==> src/rtl/ssx_pkg.sv <==
package ssx_pkg;
  function automatic logic tx_active(input logic port_en, input logic sync_mode,
                                     input logic clk_master, input logic tx_en,
                                     input logic rx_en);
    return port_en & sync_mode & ~clk_master & tx_en & ~rx_en;
  endfunction
endpackage

==> src/rtl/ssx_clk_sync.sv <==
module ssx_clk_sync #(
  parameter int STAGES = 2
) (
  input  logic clk_i,
  input  logic rst_ni,
  input  logic sclk_i,
  output logic fall_o
);
  logic [STAGES-1:0] sync_q;
  logic              last_q;

  always_ff @(posedge clk_i or negedge rst_ni) begin
    if (!rst_ni) begin
      sync_q <= '1;
      last_q <= 1'b1;
    end else begin
      sync_q <= {sync_q[STAGES-2:0], sclk_i};
      last_q <= sync_q[STAGES-1];
    end
  end

  assign fall_o = last_q & ~sync_q[STAGES-1];
endmodule

==> src/rtl/ssx_hold.sv <==
module ssx_hold #(
  parameter int W = 8
) (
  input  logic       clk_i,
  input  logic       rst_ni,
  input  logic       active_i,
  input  logic       wr_i,
  input  logic       bypass_i,
  input  logic       take_i,
  input  logic [W:0] din_i,
  output logic       full_o,
  output logic [W:0] dout_o
);
  logic capture;
  assign capture = active_i & wr_i & ~bypass_i;

  always_ff @(posedge clk_i or negedge rst_ni) begin
    if (!rst_ni) begin
      full_o <= 1'b0;
      dout_o <= '0;
    end else begin
      full_o <= active_i & (capture | (full_o & ~take_i));
      if (capture) dout_o <= din_i;
    end
  end
endmodule

==> src/rtl/ssx_shifter.sv <==
module ssx_shifter #(
  parameter int W = 8
) (
  input  logic       clk_i,
  input  logic       rst_ni,
  input  logic       active_i,
  input  logic       load_i,
  input  logic       nine_i,
  input  logic [W:0] frame_i,
  input  logic       step_i,
  output logic       empty_o,
  output logic       sdo_o
);
  localparam int CW = $clog2(W + 2);

  logic [W:0]    sr_q;
  logic [CW-1:0] cnt_q;

  always_ff @(posedge clk_i or negedge rst_ni) begin
    if (!rst_ni) begin
      sr_q    <= '0;
      cnt_q   <= '0;
      empty_o <= 1'b1;
    end else if (!active_i) begin
      cnt_q   <= '0;
      empty_o <= 1'b1;
    end else if (load_i) begin
      sr_q    <= frame_i;
      cnt_q   <= nine_i ? CW'(W + 1) : CW'(W);
      empty_o <= 1'b0;
    end else if (step_i && !empty_o) begin
      sr_q  <= sr_q >> 1;
      cnt_q <= cnt_q - CW'(1);
      if (cnt_q == CW'(1)) empty_o <= 1'b1;
    end
  end

  assign sdo_o = empty_o ? 1'b1 : sr_q[0];
endmodule

==> src/rtl/sync_slave_tx.sv <==
module sync_slave_tx #(
  parameter int DATA_W      = 8,
  parameter int SYNC_STAGES = 2
) (
  input  logic              clk_i,
  input  logic              rst_ni,
  input  logic              port_en_i,
  input  logic              sync_mode_i,
  input  logic              clk_master_i,
  input  logic              tx_en_i,
  input  logic              rx_en_i,
  input  logic              nine_bit_i,
  input  logic              ninth_i,
  input  logic              hold_ie_i,
  input  logic              wr_i,
  input  logic [DATA_W-1:0] wdata_i,
  input  logic              sclk_i,
  output logic              sdo_o,
  output logic              hold_empty_o,
  output logic              sr_empty_o,
  output logic              wake_o
);
  import ssx_pkg::*;

  logic            active, fall, hold_full, bypass, take;
  logic [DATA_W:0] hold_q, frame;

  assign active = tx_active(port_en_i, sync_mode_i, clk_master_i, tx_en_i, rx_en_i);
  assign bypass = active & sr_empty_o & ~hold_full & wr_i;
  assign take   = active & sr_empty_o & hold_full;
  assign frame  = take ? hold_q : {ninth_i, wdata_i};

  ssx_clk_sync #(.STAGES(SYNC_STAGES)) i_sync (
    .clk_i (clk_i),
    .rst_ni(rst_ni),
    .sclk_i(sclk_i),
    .fall_o(fall)
  );

  ssx_hold #(.W(DATA_W)) i_hold (
    .clk_i   (clk_i),
    .rst_ni  (rst_ni),
    .active_i(active),
    .wr_i    (wr_i),
    .bypass_i(bypass),
    .take_i  (take),
    .din_i   ({ninth_i, wdata_i}),
    .full_o  (hold_full),
    .dout_o  (hold_q)
  );

  ssx_shifter #(.W(DATA_W)) i_shift (
    .clk_i   (clk_i),
    .rst_ni  (rst_ni),
    .active_i(active),
    .load_i  (bypass | take),
    .nine_i  (nine_bit_i),
    .frame_i (frame),
    .step_i  (fall),
    .empty_o (sr_empty_o),
    .sdo_o   (sdo_o)
  );

  assign hold_empty_o = active & ~hold_full;
  assign wake_o       = hold_empty_o & hold_ie_i;
endmodule

==> config.mk <==
export PLATFORM = sky130hd
export DESIGN_NAME = sync_slave_tx
export DESIGN_NICKNAME = d
export VERILOG_FILES = /design/src/rtl/ssx_pkg.sv /design/src/rtl/ssx_clk_sync.sv /design/src/rtl/ssx_hold.sv /design/src/rtl/ssx_shifter.sv /design/src/rtl/sync_slave_tx.sv
export SDC_FILE = /design/constraint.sdc
export NUM_CORES = 1
export LEC_CHECK = 0
export BUFFER_PORTS_ARGS = -buffer_cell sky130_fd_sc_hd__buf_2
export CORE_ASPECT_RATIO = 1.75
export CORE_MARGIN = 2
export CORE_UTILIZATION = 46
export DETAILED_ROUTE_END_ITERATION = 6
export GPL_TIMING_DRIVEN = 0
export PLACE_DENSITY_LB_ADDON = 0.25
export RECOVER_POWER = 25
export REMOVE_ABC_BUFFERS = 1
export SLEW_MARGIN = 20
export SYNTH_ARGS = -nofsm -noshare
export SYNTH_HDL_FRONTEND = slang
export SYNTH_SLANG_ARGS = --single-unit
==> constraint.sdc <==
create_clock -name clk_i -period 2.05 [get_ports clk_i]
set_clock_uncertainty 0.1 [all_clocks]
set_input_delay 0.41 -clock clk_i [delete_from_list [all_inputs] [get_ports clk_i]]
set_output_delay 0.41 -clock clk_i [all_outputs]
set_load 0.05 [all_outputs]
# After elaboration in Yosys (flattened, before gate mapping)
# Index checks and enable logic that the tools add are counted.
[totals] latchBits=0 regBits=27 in_bits=20 mem_count=0 wordCells=51 ramBits=0 rom_bits=0
[classes] multipliers=0 shift=0 n_div=0 n_addsub=1 order_cmp=0 n_bitwise=23 muxes=12 reduce_logical=5 n_eq_ne=3
[ops] operator="$mux W9" n=3
[ops] operator="$and A1 B1 Y1" n=15
[ops] operator="$mux W4" n=3
[ops] operator="$mux W1" n=6
[ops] operator="$ne A3 B1 Y1 const B" n=2
[ops] operator="$not A1 Y1" n=6
[ops] operator="$eq A4 B1 Y1 const B" n=1
[ops] operator="$reduce_and A2 Y1" n=2
[ops] operator="$sub A4 B1 Y4 const B" n=1
[ops] operator="$or A1 B1 Y1" n=2
[ops] operator="$reduce_bool A2 Y1" n=1
[ops] operator="$logic_and A1 B1 Y1" n=1
[ops] operator="$logic_not A1 Y1" n=1

# Logic depth before layout (Yosys ltp)
# Gate-level depths: netlist of run 1.
[logic_depth] ltp_word=11 depth_mapped=6 depth_no_buf=5

# Cells and area by module
# Synthesis of run 1 repeated with hierarchy kept, for this count alone.
[unflattened] hier_cells=106 area_unflattened_um2=1405.1
[modules_own_cells] module="ssx_shifter" instances=1 cells_per_inst=60 area_per_inst_um2=752.0 seq_area_each_um2=351.6
[modules_own_cells] module="ssx_hold" instances=1 cells_per_inst=23 area_per_inst_um2=392.9 seq_area_each_um2=250.2
[modules_own_cells] module="sync_slave_tx" instances=1 cells_per_inst=19 area_per_inst_um2=167.7 seq_area_each_um2=0.0
[modules_own_cells] module="ssx_clk_sync" instances=1 cells_per_inst=4 area_per_inst_um2=92.6 seq_area_each_um2=78.8

# Worst setup path before layout of run 1
# OpenSTA, ideal clock, no wires.
[synth_timing] path_type="in2out" from="input port rx_en_i" to="output port wake_o" t_arrival_ps=2048 n_path_buf=0 setup_slack_ps=-508 t_required_ps=1540 stages=4 path_cell_list="and4b_1 > nand2_2 > nor2_1 > and2_1"
[synth_via] elab_chain_len=4
[synth_lines] item="from (decl)" line="sync_slave_tx.sv:11" text="input logic rx_en_i,"
[synth_lines] item="$not A1 Y1" line="ssx_pkg.sv:5" text="return port_en & sync_mode & ~clk_master & tx_en & ~rx_en;"
[synth_lines] item="$and A1 B1 Y1" line="ssx_pkg.sv:5"
[synth_lines] item="$and A1 B1 Y1" line="sync_slave_tx.sv:64" text="assign hold_empty_o = active & ~hold_full;"
[synth_lines] item="via hold_empty_o" line="sync_slave_tx.sv:19" text="output logic hold_empty_o,"
[synth_lines] item="$and A1 B1 Y1" line="sync_slave_tx.sv:65" text="assign wake_o = hold_empty_o & hold_ie_i;"
[synth_lines] item="to (decl)" line="sync_slave_tx.sv:21" text="output logic wake_o"
# The timed path passes the listed nets, and every way through them passes these cells.

# Worst setup path in the final report of run 1
[layout_timing] from="input port rx_en_i" to="output port wake_o"
[layout_via] elab_chain_len=4
[layout_lines] item="$not A1 Y1" line="ssx_pkg.sv:5"
[layout_lines] item="$and A1 B1 Y1" line="ssx_pkg.sv:5"
[layout_lines] item="$and A1 B1 Y1" line="sync_slave_tx.sv:64"
[layout_lines] item="$and A1 B1 Y1" line="sync_slave_tx.sv:65"
# No other way between the ends.

==> out/qor.yml, run 1 <==
clock_path_buffers: 2
hold_viol_final: 0
dp_hpwl_um: 2260
synthFlopType: "dfrtp_1"
status: "completed"
critPathRequiredTime_ps: 1540
antenna_found_initial: 0
place.gp.congestion: 0.758
finalCritPeriodShare_pct: 95.2
pre_cts_slack_ps: -407
hold_buffers: 0
port_buffers: 23
cts.clk_slew.worst_paths_ps: 90
cts_max_level: 1
ir_worst_vdd_uv: 320
grt_pass1_vias: 1229
finalSetupTns_ps: 0
criticalPathCategory: "input pin to primary output"
hp-start: "sclk_i"
nNetsFinal: 195
dp.cells: 209
synthDistinctLibCells: 35
root_buffer: "clkbuf_8"
grt_pass1_wl_um: 5360
power.total_uw: 955
r2r-start: "i_hold.full_o$_DFF_PN0_"
worstSkewPairLatency_ps: 260
numCtsBuffers: 3
synth_edf_count: 0
rsz0062_at_grt: "false"
fin_area_um2: 1690
io_pins: 24
global_route.usage.total_pct: 19.1
core_um2: 3140
holdWs_ps: 146
num_rows: 27
routed_wl_um: 3170
grt_start_max_net_pins: 28
ys_top_cells_by_count: "nor2_1, dfrtp_1, nand2_1"
drtAntennaViolNets: 0
start_util_pct: 48.1
p_leak_nw: 0.778
slew_violations: 0
dr.pass1.iters: 4
avgSynthCellArea_um2: 10.0
async_flop_share_pct: 100
synth_warnings: 0
ys_top_cells_by_area: "dfrtp_1, dfstp_2, nor2_1, mux2_2, a41oi_1"
setup_violations: 0
worst_slack_ps: 97.4
synth_top_area_share_pct: 38.1
syn_inst: 151
drt-vias-per-instance: 5.49
powerDensity_nw_per_um2: 565
drt_iter0_drc: 35
path_max_fanout: 8
drive_above_1_share_pct: 30.8
max_slew_margin_pct: 4.61
place_area_um2: 1620
critPathLaunch: "rx_en_i"
critPathLaunchType: "input pin"
cts_sinks: 27
min_period_ps: 1950
synth_top_cell_by_area: "dfrtp_1"
max_freq_mhz: 512
crit_arrival_ps: 1440
vias: 1180
wire_per_inst_um: 14.7
final_core_util_pct: 53.8
worstMarginPinSlew_ps: 1430
die_w_um: 47.3
fin_cells: 215
end_kind: "primary output"
overflow: 0
syn_to_final_growth_pct: 11.9
seq_area_frac_synth_pct: 45.0
cts_tree: "done"
diodes: 0
die-area_um2: 3780
synth_area_um2: 1510
hp-class: "input pin to flop"
drv_cap: 0
drc: 0
synth.most_common_cell: "nor2_1"
ys_ff_latch: 27
fp.dieH_um: 79.8
cells in the final DEF, fill, tap and decap left out, types with 4 or more instances in the layout:
cell type,synthesis,layout
nor2_1,28,28
nor3b_1,8,8
dfrtp_1,23,22
o41ai_2,4,4
nand2_1,13,13
mux2_2,9,9
a41oi_1,8,8
a21oi_1,5,5
buf_2,1,21
o41ai_1,4,4
inv_1,12,12
registers in the layout, summed over array words and instances, names as in the netlist:
name and cells:
i_shift.empty_o 1, i_sync.sync_q 2, i_sync.last_q 1, i_hold.dout_o 9
i_hold.full_o 1, i_shift.sr_q 9, i_shift.cnt_q 4
final cells by class:
type / instances / area (um^2)
Fill cell: 307 / 1450
Multi-Input combinational cell: 104 / 734
Sequential cell: 27 / 682
Timing Repair Buffer: 25 / 131
Tap cell: 43 / 53.8
Clock buffer: 4 / 45.0
Inverter: 12 / 45.0
cell families (layout without fill, tap and decap cells):
family,count (synthesis),count (layout),synth area share [%]
adder cells (fa/ha/maj),2,2,1.66
XOR/XNOR,3,3,1.74
AND/OR/NAND/NOR,62,62,21.0
multiplexers,9,9,6.71
AO/OA/AOI/OAI,28,28,16.8
buffers and inverters,20,41,7.04
flip-flops,27,27,45.0
metal layers:
metal	GRT usage, %	share of wire [%]	vias up	wire (um)
met5	0	0	-	0
met4	4.17	1.3	0	40
met3	2.71	2.9	7	92
met2	35.4	57	26	1800
met1	21.3	39	578	1230
li1	-	-	569	-
path summary, 6_finish.rpt:
check / to / slack, ps / cells after the start
worst max-delay path: wake_o / 100 / 6
worst min register to register: i_sync.sync_q[1]$_DFF_PN1_ / 270 / 0
max in group asynchronous: i_hold.full_o$_DFF_PN0_ / 560 / 1
worst min-delay path: i_sync.sync_q[0]$_DFF_PN1_ / 150 / 1
worst max register to register: i_hold.dout_o[2]$_DFFE_PN0P_ / 150 / 3
min in group asynchronous: i_hold.dout_o[3]$_DFFE_PN0P_ / 360 / 1
worst max-delay path: stages:
cell	delay, ps
buf_2	100
and4b_4	390
nand2_4	100
nor2_1	120
and2_1	140
buf_4	190
report_power, final:
group	leakage (nW)	switching (mW)	internal, mW
combinational	0.395	0.0620	0.0405
clock	0.0228	0.157	0.139
sequential	0.360	0.00978	0.547
repair_timing:
action / CTS / global route
resized for setup: 5 / 1
endpoints found under the setup margin: 11 / 4
setup buffers: 0 / 2
Note: power is estimated with default switching activity, not from simulation.
==> run 2, diff against run 1 <==
--- a/config.mk
+++ b/config.mk
@@ -17,4 +17,5 @@
 export SLEW_MARGIN = 20
 export SYNTH_ARGS = -nofsm -noshare
 export SYNTH_HDL_FRONTEND = slang
+export SYNTH_HIERARCHICAL = 1
 export SYNTH_SLANG_ARGS = --single-unit
==> constraint.sdc (replaced) <==
create_clock -name clk_i -period 1.6 [get_ports clk_i]
set_clock_uncertainty 0.1 [all_clocks]
set_input_delay 0.32 -clock clk_i [delete_from_list [all_inputs] [get_ports clk_i]]
set_output_delay 0.32 -clock clk_i [all_outputs]
set_load 0.05 [all_outputs]
==> run 2 against run 1 <==
The flow now finishes with violations (setup timing). Synthesized cell count fell by 30%. Clock power increased by 34%. Area after synthesis decreased by 7.0%. Wire length down 4.8%. Non-clock buffer count increased by 10. Combinational power is 33% higher. Highest routed layer unchanged. Worst hold slack worse by 110 ps. Register-to-register slack lost 570 ps. Largest cell class unchanged.
==> out/qor.yml, run 2 <==
pre_cts_slack_ps: -1040  # -633 ps
synth_top_cell_by_area: "dfrtp_1"
finalCritPeriodShare_pct: 127
worst_slack_ps: -437  # -534 ps
die_w_um: 45.8  # -3.3%
core_um2: 2930  # -6.8%
synth.most_common_cell: "dfrtp_1"
rr_endpoint: "i_shift/sr_q[1]$_DFFE_PN0P_"
slowest_delay_ps: 430  # +40 ps
die-area_um2: 3530  # -6.6%
slew_violations: 0  # unchanged
largestRegisters: "i_hold/dout_o x9, i_shift/sr_q x9, i_shift/cnt_q x4"
hold_depth: 1  # unchanged
ys_top_cells_by_area: "dfrtp_1, mux2_2, mux2_4, dfstp_2, mux2_1"
r2r-start: "i_shift/empty_o$_DFFE_PN1P_"
finalSetupTns_ps: -8150  # -8150 ps
place_area_um2: 1550  # -4.2%
drc: 0  # unchanged
worstMarginPinSlew_ps: 691  # -739 ps
clock_path_buffers: 2  # unchanged
hp-class: "input pin to flop"
p_leak_nw: 0.861  # +11%
cts_max_level: 1  # unchanged
drtAntennaViolNets: 0  # unchanged
rrSetupSlack_ps: -420  # -570 ps
status: "complete, but fails checks"
root_buffer: "clkbuf_8"
min_period_ps: 2040
io_pins: 24  # unchanged
powerDensity_nw_per_um2: 711  # +26%
nNetsFinal: 166  # -15%
numCtsBuffers: 3  # unchanged
grt_pass1_wl_um: 4820  # -10%
grt_pass1_vias: 1049  # -15%
synthDistinctLibCells: 34  # -2.9%
ys_ff_latch: 27  # unchanged
final_common_cell: "dfrtp_1"
cts.clk_slew.worst_paths_ps: 100  # about the same
synthFlopType: "dfrtp_1"
cts_sinks: 27  # unchanged
syn_inst: 106  # -30%
fin_area_um2: 1820  # +7.5%
worstSkewPairLatency_ps: 280  # +20 ps
routed_wl_um: 3010  # -4.8%
grt_start_max_net_pins: 28  # unchanged
vias: 953  # -19%
violations: "setup timing"
synth_top_area_share_pct: 41.0  # +2.9 points
dr.pass1.iters: 4  # unchanged
worst_path_max_delay_cell: "or3b_4"
global_route.usage.total_pct: 18.9  # -0.19 points
critPathLaunchType: "input pin"
power.total_mw: 1.29  # +35%
antenna_found_initial: 0  # unchanged
criticalPathCategory: "input pin to flop"
crit_arrival_ps: 2110  # +670 ps
hp-start: "sclk_i"
cp_cell_sequence: "buf_2, or3b_4, nor3_4, buf_6, mux2_4, mux2_4, mux2_4"
dp_hpwl_um: 1750  # -23%
synth_warnings: 6  # +6
async_flop_share_pct: 100  # unchanged
synth_area_um2: 1410  # -7.0%
avgSynthCellArea_um2: 13.3  # +32%
critical_path_buf_inv_count: 2  # unchanged
cts_tree: "done"
hold_end: "i_sync/sync_q[0]$_DFF_PN1_"
max_slew_margin_pct: 53.7  # +49 points
final_cell_mix: "dfrtp_1, mux2_4, buf_2"
synth_edf_count: 0  # unchanged
ir_worst_vdd_uv: 572  # +78%
reg2regPathDepth: 6  # +3
hold_viol_final: 0  # unchanged
place.gp.congestion: 0.756  # -0.17%
syn_to_final_growth_pct: 29.5
drv_cap: 0  # unchanged
drive_above_1_share_pct: 60.8  # +30 points
rsz0062_at_grt: "true"
drt-vias-per-instance: 5.57  # +1.5%
path_max_fanout: 5  # -3
overflow: 0  # unchanged
max_freq_mhz: 491
setup_violations: 26  # +26
critPathLaunch: "clk_master_i"
cpLargestDelayFamily: "multiplexers"
fillers: 231  # -25%
ys_top_cells_by_count: "dfrtp_1, mux2_2, mux2_4"
fp.dieH_um: 77.1  # -3.4%
path_common_cell: "mux2_4"
port_buffers: 23  # unchanged
end_kind: "flop"
wire_per_inst_um: 17.6  # +20%
seq_area_frac_synth_pct: 48.4  # +3.4 points
critPathRequiredTime_ps: 1670  # +130 ps
drt_iter0_drc: 29  # -17%
diodes: 0  # unchanged
start_util_pct: 48.0  # -0.12 points
holdWs_ps: 33.5  # -112 ps
num_rows: 26  # -3.7%
[run 2: changes by cell type after synthesis, sizes merged, moves of 4 or more]
cell / delta
nand2: -10
a21oi: -4
a41oi: -8
inv: -7
o41ai: -8
mux2: +25
buf: -4
nor2: -26
nor3b: -8
[run 2: what timing repair did]
item / 4_1_cts / 5_1_grt
pin swaps: 4 / 3
gates resized for setup: 31 / 7
hold buffers: 1 / 0
endpoints found under the hold margin: 23 / 0
cloned: 1 / 0
setup buffers: 10 / 1
setup endpoints to repair: 28 / 27
[run 2: worst max-delay path by stage]
stage                                               to  cells after the start  slack [ps]
final                      i_shift/sr_q[1]$_DFFE_PN0P_                      7        -440
after global routing       i_shift/sr_q[1]$_DFFE_PN0P_                      6        -470
after CTS                  i_shift/sr_q[1]$_DFFE_PN0P_                      7        -510
after detailed placement   i_shift/sr_q[1]$_DFFE_PN0P_                      6       -1040
after global placement     i_shift/sr_q[5]$_DFFE_PN0P_                      5       -1730
after floorplan           i_hold/dout_o[0]$_DFFE_PN0P_                      5       -1340
[run 2: layout make-up]
type                       instances  area [um^2]  area share [%]
inverter                           5         18.8            1.03
multi-input combinational         72          774            42.6
tap                               28         35.0            1.93
clock buffer                       3         41.3            2.27
sequential                        27          681            37.4
clock inverter                     1         5.00           0.275
timing repair buffer              35          264            14.5
[run 2: metrics by stage]
step	std cells	utilization, %
floorplan	104	-
global placement	155	52.6
detailed placement	156	53.0
CTS	172	62.7
global route	171	62.1
finish	171	62.1
[run 2: worst register-to-register path, cell delays in order, from the launching register on]
cell and delay, ps:
dfstp_2 560, nand2_2 70, nor3_4 180, buf_6 180, mux2_4 310, mux2_4 260
mux2_4 270
[run 2: kinds of logic after synthesis]
group / share of synthesized area [%]
flip-flops: 48.4
multiplexers: 29.4
AND/OR/NAND/NOR: 11.9
XOR/XNOR: 1.25
adder cells (fa/ha/maj): 1.78
buffers and inverters: 2.49
AO/OA/AOI/OAI: 4.72
[run 2: per-layer routing]
metal / share of wire (%) / track usage, % / vias up
li1: - / - / 448
met1: 41 / 22.9 / 481
met2: 56 / 32.5 / 20
met3: 1.7 / 1.41 / 4
met4: 1.1 / 7.71 / 0
met5: 0 / 0 / -
[run 2: power by group]
part | switching (mW) | internal [mW]
clock network | 0.222 | 0.175
registers | 0.0253 | 0.734
logic | 0.0561 | 0.0811
total | 0.303 | 0.990
